`src/rtl/wdog_pkg.sv`:
```
package wdog_pkg;
   // register selected by the current bus address
   typedef enum logic [1:0] {
      SEL_NONE  = 2'd0,
      SEL_COUNT = 2'd1,
      SEL_CTRL  = 2'd2
   } reg_sel_e;

   localparam int unsigned RUN_BIT = 0;
endpackage

```
`src/rtl/wdog_regs.sv`:
```
module wdog_regs
   import wdog_pkg::*;
#(
   parameter int unsigned ADDR_W   = 7,
   parameter int unsigned CNT_W    = 16,
   parameter int unsigned CNT_OFS  = 'h70,
   parameter int unsigned CTRL_OFS = 'h72
) (
   input  logic              clk,
   input  logic              rst_n,
   input  logic              bus_wr,
   input  logic              bus_rd,
   input  logic [ADDR_W-1:0] bus_addr,
   input  logic [CNT_W-1:0]  bus_wdata,
   input  logic [CNT_W-1:0]  live_count,
   output logic [CNT_W-1:0]  bus_rdata,
   output logic              count_load,
   output logic              run
);
   reg_sel_e         sel;
   logic [CNT_W-1:0] ctrl_q;

   always_comb begin
      if (bus_addr == ADDR_W'(CNT_OFS))       sel = SEL_COUNT;
      else if (bus_addr == ADDR_W'(CTRL_OFS)) sel = SEL_CTRL;
      else                                    sel = SEL_NONE;
   end

   always_ff @(posedge clk) begin
      if (!rst_n)                         ctrl_q <= '0;
      else if (bus_wr && sel == SEL_CTRL) ctrl_q <= bus_wdata;
   end

   assign count_load = bus_wr && (sel == SEL_COUNT);
   assign run        = ctrl_q[RUN_BIT];

   always_comb begin
      bus_rdata = '0;
      if (bus_rd) begin
         unique case (sel)
            SEL_COUNT: bus_rdata = live_count;
            SEL_CTRL:  bus_rdata = ctrl_q;
            default:   bus_rdata = '0;
         endcase
      end
   end

   // a write to any other offset leaves the control register alone
   p_ctrl_untouched_r9: assert property (@(posedge clk) disable iff (!rst_n)
      (bus_wr && sel != SEL_CTRL) |=> $stable(ctrl_q));
endmodule

```
`src/rtl/wdog_prescaler.sv`:
```
module wdog_prescaler #(
   parameter int unsigned TICK_DIV = 32_000_000
) (
   input  logic clk,
   input  logic rst_n,
   input  logic run,
   input  logic restart,
   output logic tick
);
   generate
      if (TICK_DIV == 1) begin : g_bypass
         assign tick = run;
      end else begin : g_div
         localparam int unsigned PS_W = $clog2(TICK_DIV);
         localparam logic [PS_W-1:0] LAST = PS_W'(TICK_DIV - 1);
         logic [PS_W-1:0] ps_q;

         always_ff @(posedge clk) begin
            if (!rst_n)                 ps_q <= '0;
            else if (restart || !run)   ps_q <= '0;
            else if (ps_q == LAST)      ps_q <= '0;
            else                        ps_q <= ps_q + 1'b1;
         end

         assign tick = run && (ps_q == LAST);

         // ticks are never back to back when the divider is active
         p_tick_spacing_r4: assert property (@(posedge clk) disable iff (!rst_n)
            tick |=> !tick);
      end
   endgenerate
endmodule

```
`src/rtl/wdog_countdown.sv`:
```
module wdog_countdown #(
   parameter int unsigned CNT_W = 16
) (
   input  logic             clk,
   input  logic             rst_n,
   input  logic             load,
   input  logic [CNT_W-1:0] load_val,
   input  logic             run,
   input  logic             tick,
   output logic [CNT_W-1:0] count,
   output logic             timeout_pulse,
   output logic             expired
);
   logic [CNT_W-1:0] cnt_q;
   logic             pulse_q, exp_q;
   logic             step, fire;

   assign step = !load && run && tick && (cnt_q != '0);
   assign fire = step && (cnt_q == CNT_W'(1));

   always_ff @(posedge clk) begin
      if (!rst_n) begin
         cnt_q   <= '0;
         pulse_q <= 1'b0;
         exp_q   <= 1'b0;
      end else begin
         if (load)      cnt_q <= load_val;
         else if (step) cnt_q <= cnt_q - 1'b1;
         pulse_q <= fire;
         exp_q   <= exp_q | fire;
      end
   end

   assign count         = cnt_q;
   assign timeout_pulse = pulse_q;
   assign expired       = exp_q;

   // a tick with no competing load removes exactly one
   p_single_step_r4: assert property (@(posedge clk) disable iff (!rst_n)
      (run && tick && !load && cnt_q != '0) |=> (cnt_q == $past(cnt_q) - 1'b1));
   // with run clear and no load the count is frozen
   p_frozen_r6: assert property (@(posedge clk) disable iff (!rst_n)
      (!run && !load) |=> $stable(cnt_q));
   // zero holds and the pulse lasts one cycle
   p_zero_hold_r7: assert property (@(posedge clk) disable iff (!rst_n)
      (cnt_q == '0 && !load) |=> (cnt_q == '0));
   p_one_cycle_r7: assert property (@(posedge clk) disable iff (!rst_n)
      timeout_pulse |=> !timeout_pulse);
   // flag accompanies the pulse and never drops
   p_flag_with_pulse_r8: assert property (@(posedge clk) disable iff (!rst_n)
      timeout_pulse |-> expired);
   p_sticky_r8: assert property (@(posedge clk) disable iff (!rst_n)
      expired |=> expired);
endmodule

```
`src/rtl/wdog_mmio_top.sv`:
```
module wdog_mmio_top #(
   parameter int unsigned WINDOW_BYTES = 128,
   parameter int unsigned CNT_W        = 16,
   parameter int unsigned CNT_OFS      = 'h70,
   parameter int unsigned CTRL_OFS     = 'h72,
   parameter int unsigned TICK_DIV     = 32_000_000,
   localparam int unsigned ADDR_W      = $clog2(WINDOW_BYTES)
) (
   input  logic              clk,
   input  logic              rst_n,
   input  logic              bus_wr,
   input  logic              bus_rd,
   input  logic [ADDR_W-1:0] bus_addr,
   input  logic [CNT_W-1:0]  bus_wdata,
   output logic [CNT_W-1:0]  bus_rdata,
   output logic              timeout_pulse,
   output logic              expired
);
   if (TICK_DIV < 1) begin : g_bad_div
      $error("TICK_DIV must be at least 1");
   end
   if (CNT_OFS == CTRL_OFS) begin : g_bad_ofs
      $error("register offsets must differ");
   end
   if (CNT_OFS + 2 > WINDOW_BYTES || CTRL_OFS + 2 > WINDOW_BYTES) begin : g_bad_win
      $error("register offsets must fit in the window");
   end
   if (CNT_W < 2) begin : g_bad_w
      $error("CNT_W must be at least 2");
   end

   logic [CNT_W-1:0] live_count;
   logic             count_load, run, tick;

   wdog_regs #(
      .ADDR_W(ADDR_W), .CNT_W(CNT_W), .CNT_OFS(CNT_OFS), .CTRL_OFS(CTRL_OFS)
   ) regs_i (
      .clk(clk), .rst_n(rst_n), .bus_wr(bus_wr), .bus_rd(bus_rd),
      .bus_addr(bus_addr), .bus_wdata(bus_wdata), .live_count(live_count),
      .bus_rdata(bus_rdata), .count_load(count_load), .run(run)
   );

   wdog_prescaler #(.TICK_DIV(TICK_DIV)) presc_i (
      .clk(clk), .rst_n(rst_n), .run(run), .restart(count_load), .tick(tick)
   );

   wdog_countdown #(.CNT_W(CNT_W)) cnt_i (
      .clk(clk), .rst_n(rst_n), .load(count_load), .load_val(bus_wdata),
      .run(run), .tick(tick), .count(live_count),
      .timeout_pulse(timeout_pulse), .expired(expired)
   );
endmodule

```
`config.mk`:
```
export PLATFORM = sky130hd
export DESIGN_NAME = wdog_mmio_top
export DESIGN_NICKNAME = d
export VERILOG_FILES = /design/src/rtl/wdog_pkg.sv /design/src/rtl/wdog_regs.sv /design/src/rtl/wdog_prescaler.sv /design/src/rtl/wdog_countdown.sv /design/src/rtl/wdog_mmio_top.sv
export SDC_FILE = /design/constraint.sdc
export NUM_CORES = 1
export LEC_CHECK = 0
export BUFFER_PORTS_ARGS = -buffer_cell sky130_fd_sc_hd__buf_4
export CAP_MARGIN = 5
export CORE_MARGIN = 1.5
export CORE_UTILIZATION = 44
export DETAILED_ROUTE_END_ITERATION = 10
export PLACE_DENSITY_LB_ADDON = 0.08
export SLEW_MARGIN = 20
export SYNTH_ARGS = -nofsm -noshare
export SYNTH_HDL_FRONTEND = slang
export SYNTH_HIERARCHICAL = 1
export SYNTH_SLANG_ARGS = --single-unit
```
`constraint.sdc`:
```
create_clock -name clk -period 3.1 [get_ports clk]
set_input_delay 0.31 -clock clk [delete_from_list [all_inputs] [get_ports clk]]
set_output_delay 0.31 -clock clk [all_outputs]
set_load 0.005 [all_outputs]
```
==> flow_summary.ini, run 1 <==
[synthesis]
muxShareOfSynthArea = 0.09752
synth_seq_cells = 59
synth_warnings = 6
synth_compound_area_frac = 0.1360
syn_nets = 419
yosysUniqueCellTypes = 56
syn_area_per_cell_um2 = 8.443
syn_area_um2 = 3284
synthArstFlopShare = 0
synth_fa_ha_area_frac = 0.01143
ys_seq_area_frac = 0.3596
yosys.area_share.simple = 0.3093
netlist_instances = 389
synth_edf_count = 0
synthFlopType = dfxtp_1
synth-xor-area-share = 0.03733
synth_top_family_by_area = simple AND/OR/NAND/NOR gates

[drt]
dr.pass1.iters = 5
vias = 3004
vias_per_cell = 5.594
ant_nets = 0
drc = 0
drtIter0Drc = 281
wl_per_cell_um = 14.97
routed_wirelength_um = 8038

[grt]
grt_pass1_wl_um = 13050
grt_usage = 0.2155
grt_overflow = 0
grt_pass1_vias = 2597
grt_max_degree = 54
grt_antenna_before_repair = 0

[setup_path]
arrival_ps = 3130
setup.worst_path.start = presc_i/g_div.ps_q[0]$_SDFF_PP0_
critPathLaunchType = flip-flop
r2r_start = presc_i/g_div.ps_q[0]$_SDFF_PP0_
rrSetupSlack_ps = 230
cp_data_required_time_ps = 3360
cp-end-kind = flip-flop
rr_endpoint = cnt_i/count[13]$_SDFFE_PN0P_
critical_path_class = flip-flop to flip-flop
worstPathMaxFanout = 4
rr_worst_depth = 9
crit_path_end = cnt_i/count[13]$_SDFFE_PN0P_

[clock_network]
path_clk_slew_ps = 70
cts_tree = built
ctsHtreeMaxLevel = 3
cts_hold_buffers = 0
cts_made_buffers = 9
clk_latency_ps = 340
clockBufferDepth = 2
cts.sinks = 59
clock-root-buffer = clkbuf_8

[final_layout]
nets = 463
drive_gt1_frac = 0.1872
fill_cells = 696
synthToLayoutAreaGrowth_pct = 17.26
fin_util = 0.5310
diodes = 0

[power]
p_leak_uw = 0.001367
ir_drop_uv = 269.6
power_frac_seq = 0.518
power_density_nw_per_um2 = 382.6
p_int_uw = 1134
pwr-share-comb = 0.060
p_sw_frac = 0.2302
p_sw_uw = 339.1
p_clk_frac = 0.421

[place]
gp_congestion = 0.8832
hpwl_um = 5916
port-buffer-count = 44

[die]
fp.coreArea_um2 = 7253
rows = 31
die_h_um = 89.40
io_pins = 45
chipWidth_um = 89.40
start_util = 0.4528
die-area_um2 = 7991

[timing]
fin_tns_setup_ps = 0
min_period_over_period = 0.9249
skew_ps = 8.036
final_hold_viol_count = 0
grt_setup_unrepaired = no
worstMarginPinSlew_ps = 606.9
min_period_ps = 2867
max_freq_ghz = 0.3488
finalMaxSlewViolations = 0
maxSlewHeadroom = 0.5923
setup_viol = 0

[status]
status = complete, no violations

[min_path]
hp-class = primary input to flip-flop

[flow_run]
drv_cap = 0
[critical path, cell delays in order (launching register included)]
cell and delay, ps:
dfxtp_1 350, ha_1 230, nand2_1 100, or4_1 560, nor3_1 320, buf_4 180
nand4bb_1 120, nor4_1 520, nand3_1 170, a211oi_2 230
[worst min path at each step]
| stage | depth (start not counted) | from | slack (ps) | endpoint |
|---|---|---|---|---|
| floorplan | 1 | presc_i/g_div.ps_q[0]$_SDFF_PP0_ | 420 | presc_i/g_div.ps_q[0]$_SDFF_PP0_ |
| global placement | 1 | presc_i/g_div.ps_q[0]$_SDFF_PP0_ | 430 | presc_i/g_div.ps_q[0]$_SDFF_PP0_ |
| detailed placement | 1 | presc_i/g_div.ps_q[0]$_SDFF_PP0_ | 430 | presc_i/g_div.ps_q[0]$_SDFF_PP0_ |
| CTS | 3 | bus_wdata[6] | 220 | regs_i/ctrl_q[6]$_SDFFE_PN0P_ |
| global route | 3 | bus_wdata[13] | 240 | regs_i/ctrl_q[13]$_SDFFE_PN0P_ |
| finish | 3 | bus_wdata[15] | 240 | regs_i/ctrl_q[15]$_SDFFE_PN0P_ |
[placed cells by master, fill, tap and decap left out, types with 3 or more instances in the layout]
cell type,n
nor4_1,9
clkbuf_1,3
xnor2_1,8
inv_1,7
nand4_1,6
o21ai_0,25
nand2_1,46
or4_1,8
nor3_1,10
mux2i_1,32
a31oi_1,7
nand2b_1,3
xor2_1,6
and4_1,4
dfxtp_1,59
o31ai_1,6
or4_4,3
a21oi_1,11
ha_1,3
nor4b_1,3
and3_1,3
clkbuf_8,11
nand3_1,16
nand3b_1,4
or3_1,12
nor2_1,41
buf_4,53
o311a_1,3
[through the flow]
| stage | instances | setup slack [ps] | hold WS [ps] | power (uW) | instance area [um2] |
|---|---|---|---|---|---|
| 3_3_place_gp | 521 | 360.7 | 433.9 | 868.2 | 3672 |
| 5_1_grt | 537 | 44.02 | 244.0 | 1535 | 3851 |
| 6_report | 537 | 232.7 | 236.9 | 1473 | 3851 |
| 4_1_cts | 537 | 243.2 | 224.1 | 1491 | 3845 |
| 2_1_floorplan | 389 | 271.6 | 417.5 | 831.5 | 3284 |
| 3_5_place_dp | 521 | 287.7 | 434.1 | 868.4 | 3672 |
[power groups by stage]
| stage | combinational, uW | clock [uW] | sequential (uW) |
|---|---|---|---|
| after floorplan | 52.2 | 0 | 779 |
| after global routing | 98.6 | 673 | 763 |
| after detailed placement | 88.0 | 0 | 780 |
| final | 88.8 | 621 | 764 |
| after CTS | 88.5 | 639 | 763 |
| after global placement | 87.9 | 0 | 780 |
[layout make-up]
class | count | area, um2 | area share
tap | 99 | 123.9 | 0.03216
clock inverter | 2 | 10.01 | 0.002599
timing repair buffer | 53 | 397.9 | 0.1033
multi-input combinational | 303 | 1949 | 0.5062
sequential | 59 | 1181 | 0.3067
clock buffer | 14 | 162.7 | 0.04224
inverter | 7 | 26.28 | 0.006823
[state kept, by name, summed over array words and instances (netlist names)]
signal,flops
presc_i/g_div.ps_q,25
regs_i/ctrl_q,16
cnt_i/expired,1
cnt_i/timeout_pulse,1
cnt_i/count,16
[cells in the mapped netlist, types with 7 or more instances]
cell type	n	share of area
nor4_1	9	0.017
or4_1	8	0.018
clkbuf_1	11	0.013
a21oi_1	11	0.017
o21ai_0	25	0.038
a31oi_1	7	0.013
mux2i_1	32	0.098
inv_1	7	0.0080
xnor2_1	8	0.021
or3_1	12	0.023
nand3_1	16	0.024
nor2_1	41	0.047
nand2_1	46	0.053
dfxtp_1	59	0.36
nor3_1	10	0.015
[layer usage]
layer,GRT usage,vias up,wire length (um)
met4,0.05594,0,71
met5,0,-,0
met3,0.04709,10,413
li1,-,1514,-
met1,0.3439,1389,4428
met2,0.2850,91,3124
[logic make-up (layout without fill, tap and decap cells)]
kind of cell / Yosys count / in the layout
compound gates: 69 / 69
xor+xnor: 14 / 14
fa+ha+maj: 3 / 3
buf+inv: 27 / 76
flops: 59 / 59
mux: 32 / 32
simple gates: 185 / 185
[repair_timing]
item	CTS	global route
setup buffers	0	0
gates resized for setup	0	1
setup endpoints to repair	0	1
Note: power is estimated with default switching activity, not from simulation.
==> run 2, diff against run 1 <==
- GPL_ROUTABILITY_DRIVEN: unset -> 0
- clock period: 3.1 -> 3.15 ns (I/O delays scaled with it)
==> flow_summary.ini, run 2 (same netlist as run 1, synthesis figures left out) <==
[clock_network]
clk_latency_ps = 340
clockBufferDepth = 2
cts_tree = built
post_cts_buffers = 0
ctsHtreeMaxLevel = 3
clock-root-buffer = clkbuf_8
ctsResizeCount = 0
cts_made_buffers = 9
cts_hold_buffers = 0
cts.sinks = 59
path_clk_slew_ps = 70

[status]
status = complete, no violations

[drt]
routed_wirelength_um = 8181
vias = 2977
dr.pass1.iters = 4
drtIter0Drc = 202
ant_nets = 0
drc = 0
wl_per_cell_um = 15.32
vias_per_cell = 5.575

[die]
chipWidth_um = 89.40
die_h_um = 89.40
io_pins = 45
die-area_um2 = 7991
start_util = 0.4528
rows = 31
fp.coreArea_um2 = 7253

[power]
finalPower_uw = 1596
power_density_nw_per_um2 = 411.6
p_leak_uw = 0.001376
ir_drop_uv = 211.7

[setup_path]
cp.buffers_inverters = 0
r2r_start = presc_i/g_div.ps_q[7]$_SDFF_PP0_
rrSetupSlack_ps = 320
cp_data_required_time_ps = 3410
worstPathMaxFanout = 6
cp-end-kind = flip-flop
arrival_ps = 3090
path_delay_family = simple AND/OR/NAND/NOR gates
cp_slowest_cell = or4_1
critPathLaunchType = flip-flop
critical_path_class = flip-flop to flip-flop
worstPathCellList = nand4_1 -> or4_1 -> nor3_2 -> nand3b_1 -> or4_1 -> or3_1 -> a31oi_1
max_stage_delay_ps = 650
rr_endpoint = cnt_i/count[8]$_SDFFE_PN0P_
rr_worst_depth = 7
cpMostUsedCell = or4_1

[timing]
final_hold_viol_count = 0
skew_ps = 12.56
grt_setup_unrepaired = no
setup_slack_ps = 317.1
worstMarginPinSlew_ps = 722.7
setup_viol = 0
min_period_ps = 2833
min_period_over_period = 0.8993
maxSlewHeadroom = 0.5178
fin_hold_ws_ps = 238.4
finalMaxSlewViolations = 0
max_freq_ghz = 0.3530
fin_tns_setup_ps = 0

[grt]
grt_overflow = 0
grt_pass1_vias = 2727
grt_max_degree = 54
grt_antenna_before_repair = 0
grt_usage = 0.2204
grt_pass1_wl_um = 13540

[place]
port-buffer-count = 44
dpl_cell_area_um2 = 3657
hpwl_um = 5979
place_ws_ps = 287.2

[min_path]
min_to = regs_i/ctrl_q[12]$_SDFFE_PN0P_
min_path_cells = 3
hp-class = primary input to flip-flop
hold_path_startpoint = bus_wdata[12]

[final_layout]
mostFrequentLayoutCell = dfxtp_1
drive_gt1_frac = 0.1885
largest-register = presc_i/g_div.ps_q
design_area_um2 = 3877
nets = 461
diodes = 0
fill_cells = 688
largest_reg_flops = 25
synthToLayoutAreaGrowth_pct = 18.06
mostFrequentLayoutCells = dfxtp_1 (59), buf_4 (51), nand2_1 (46)

[flow_run]
drv_cap = 0
[run 2: layout make-up]
class / instances / area, um2 / share of cell area
timing repair buffer: 51 / 382.9 / 0.09874
tap: 99 / 123.9 / 0.03195
clock buffer: 10 / 137.6 / 0.03550
clock inverter: 5 / 77.57 / 0.02001
inverter: 7 / 26.28 / 0.006776
multi-input combinational: 303 / 1948 / 0.5024
sequential: 59 / 1181 / 0.3046
[run 2: layer usage]
metal  wire length (um)  share of wire  up-vias  global-route usage
li1                   -              -     1506                   -
met1               4356           0.53     1387              0.3305
met2               3303           0.40       72              0.3103
met3                389          0.048       12             0.04155
met4                131          0.016        0             0.08112
met5                  0              0        -                   0
[run 2: power breakdown]
part	switching (uW)	internal, uW
clock network	297	459
registers	3.21	748
logic	45.9	42.0
total	346	1250
[run 2: metrics by stage]
| stage | util | cells |
|---|---|---|
| floorplan | - | 389 |
| global route | 0.5346 | 534 |
| detailed placement | 0.5042 | 519 |
| CTS | 0.5339 | 534 |
| finish | 0.5346 | 534 |
| global placement | 0.5042 | 519 |
[run 2: how the worst max path moves through the flow]
stage,start,to,slack (ps),cells past startpoint
global route,presc_i/g_div.ps_q[7]$_SDFF_PP0_,cnt_i/count[14]$_SDFFE_PN0P_,80,7
global placement,presc_i/g_div.ps_q[7]$_SDFF_PP0_,cnt_i/count[14]$_SDFFE_PN0P_,330,7
CTS,presc_i/g_div.ps_q[7]$_SDFF_PP0_,cnt_i/count[8]$_SDFFE_PN0P_,250,7
detailed placement,presc_i/g_div.ps_q[7]$_SDFF_PP0_,cnt_i/count[14]$_SDFFE_PN0P_,290,7
floorplan,presc_i/g_div.ps_q[3]$_SDFF_PP0_,cnt_i/count[14]$_SDFFE_PN0P_,320,8
finish,presc_i/g_div.ps_q[7]$_SDFF_PP0_,cnt_i/count[8]$_SDFFE_PN0P_,320,7
[run 2: worst register-to-register path, delay by kind of cell (launching register included)]
family,cells,cell delay [ps]
and+or+nand+nor,6,2160
DFF,1,420
AOI/OAI and AO/OA,1,180
==> run 3, diff against run 2 <==
- CTS_CLUSTER_SIZE: unset -> 24
- PLACE_DENSITY: unset -> 0.63
- PLACE_DENSITY_LB_ADDON: 0.08 -> unset
- RECOVER_POWER: unset -> 25
==> flow_summary.ini, run 3 (same netlist as run 1, synthesis figures left out) <==
[final_layout]
mostFrequentLayoutCell = dfxtp_1
largest_reg_flops = 25
nets = 460
largest-register = presc_i/g_div.ps_q
drive_gt1_frac = 0.1816
design_area_um2 = 3845
synthToLayoutAreaGrowth_pct = 17.07
fin_cells = 534
mostFrequentLayoutCells = dfxtp_1 (59), buf_4 (47), nand2_1 (46)
fill_cells = 697
diodes = 0

[power]
power_density_nw_per_um2 = 386.2
p_sw_uw = 324.0
p_clk_frac = 0.435
power_frac_seq = 0.506
p_int_uw = 1161
p_sw_frac = 0.2182
ir_drop_uv = 287.9
p_leak_uw = 0.001361
pwr-share-comb = 0.058

[timing]
worstMarginPinSlew_ps = 1029
skew_ps = 10.29
max_freq_ghz = 0.3385
fin_tns_setup_ps = 0
min_period_over_period = 0.9379
final_hold_viol_count = 0
setup_viol = 0
fin_hold_ws_ps = 242.2
maxSlewHeadroom = 0.3140
grt_setup_unrepaired = no
finalMaxSlewViolations = 0
min_period_ps = 2954

[drt]
vias_per_cell = 5.586
dr.pass1.iters = 4
vias = 2983
wl_per_cell_um = 14.54
drc = 0
routed_wirelength_um = 7767
ant_nets = 0
drtIter0Drc = 199

[grt]
grt_antenna_before_repair = 0
grt_pass1_vias = 2792
grt_max_degree = 54
grt_pass1_wl_um = 12820
grt_overflow = 0
grt_usage = 0.2074

[clock_network]
ctsResizeCount = 0
clk_latency_ps = 330
cts_tree = built
ctsHtreeMaxLevel = 3
post_cts_buffers = 0
clock-root-buffer = clkbuf_8
cts_made_buffers = 9
clockBufferDepth = 2
cts.sinks = 59
path_clk_slew_ps = 70
cts_hold_buffers = 0

[die]
chipWidth_um = 89.40
start_util = 0.4528
die-area_um2 = 7991
die_h_um = 89.40
fp.coreArea_um2 = 7253
io_pins = 45
rows = 31

[setup_path]
setup.worst_path.start = presc_i/g_div.ps_q[3]$_SDFF_PP0_
cp_slowest_cell = or4_1
rr_worst_depth = 7
max_stage_delay_ps = 640
critical_path_class = flip-flop to flip-flop
critPathLaunchType = flip-flop
cp-end-kind = flip-flop
worstPathMaxFanout = 9
rr_endpoint = cnt_i/count[9]$_SDFFE_PN0P_
worstPathCellList = nand4_4 -> or4_1 -> nor3_1 -> nor4bb_2 -> nand3_1 -> or4_1 -> a211oi_1
rrSetupSlack_ps = 200
crit_path_end = cnt_i/count[9]$_SDFFE_PN0P_
r2r_start = presc_i/g_div.ps_q[3]$_SDFF_PP0_
cpMostUsedCell = or4_1
cp_data_required_time_ps = 3400
arrival_ps = 3210

[place]
hpwl_um = 5556
dpl_cell_area_um2 = 3650
place_inst = 518
port-buffer-count = 44

[min_path]
hp-class = primary input to flip-flop
min_path_cells = 3

[flow_run]
drv_cap = 0

[status]
status = complete, no violations
-- run 3: cell count changes in the layout (fill, tap and decap cells not counted), sizes merged --
cell,previous run,this run
clkbuf,10,18
buf,51,47
clkinvlp,1,0
bufinv,2,0
clkinv,2,1
-- run 3: how the worst min path moves through the flow --
stage,slack (ps),endpoint,start
finish,240,regs_i/ctrl_q[7]$_SDFFE_PN0P_,bus_wdata[7]
floorplan,420,presc_i/g_div.ps_q[0]$_SDFF_PP0_,presc_i/g_div.ps_q[0]$_SDFF_PP0_
CTS,220,regs_i/ctrl_q[7]$_SDFFE_PN0P_,bus_wdata[7]
global route,230,regs_i/ctrl_q[7]$_SDFFE_PN0P_,bus_wdata[7]
global placement,430,presc_i/g_div.ps_q[0]$_SDFF_PP0_,presc_i/g_div.ps_q[0]$_SDFF_PP0_
detailed placement,440,presc_i/g_div.ps_q[0]$_SDFF_PP0_,presc_i/g_div.ps_q[0]$_SDFF_PP0_
-- run 3: power groups by stage --
stage	sequential [uW]	combinational, uW	clock [uW]
4_1_cts	751	86.8	674
2_1_floorplan	767	51.4	0
5_1_grt	751	94.9	710
3_3_place_gp	768	85.4	0
3_5_place_dp	768	86.3	0
6_report	752	86.4	647
-- run 3: per-layer routing --
layer	track usage	vias to the layer above	wire length [um]
met3	0.05355	17	369
li1	-	1514	-
met1	0.2566	1378	3539
met2	0.3452	74	3686
met4	0.08112	0	172
met5	0	-	0
-- run 3: metrics by stage --
| stage | worst slack (ps) | utilization | power, uW |
|---|---|---|---|
| after detailed placement | 134.6 | 0.5032 | 854.3 |
| after CTS | 123.4 | 0.5296 | 1512 |
| after global routing | 4.337 | 0.5301 | 1556 |
| after floorplan | 321.6 | - | 818.3 |
| after global placement | 269.2 | 0.5032 | 853.4 |
| final | 195.6 | 0.5301 | 1485 |
-- run 3: area by class of cell --
class	count	area [um2]	share of cell area
multi-input combinational	303	1947	0.5063
sequential	59	1181	0.3072
timing repair buffer	50	375.4	0.09762
clock buffer	15	186.4	0.04849
tap	99	123.9	0.03222
inverter	7	26.28	0.006834
clock inverter	1	5.005	0.001302
-- run 3: critical path, delay by kind of cell (launching register included) --
family | cells | cell delay, ps
simple gates | 6 | 2210
flops | 1 | 460
compound gates | 1 | 210
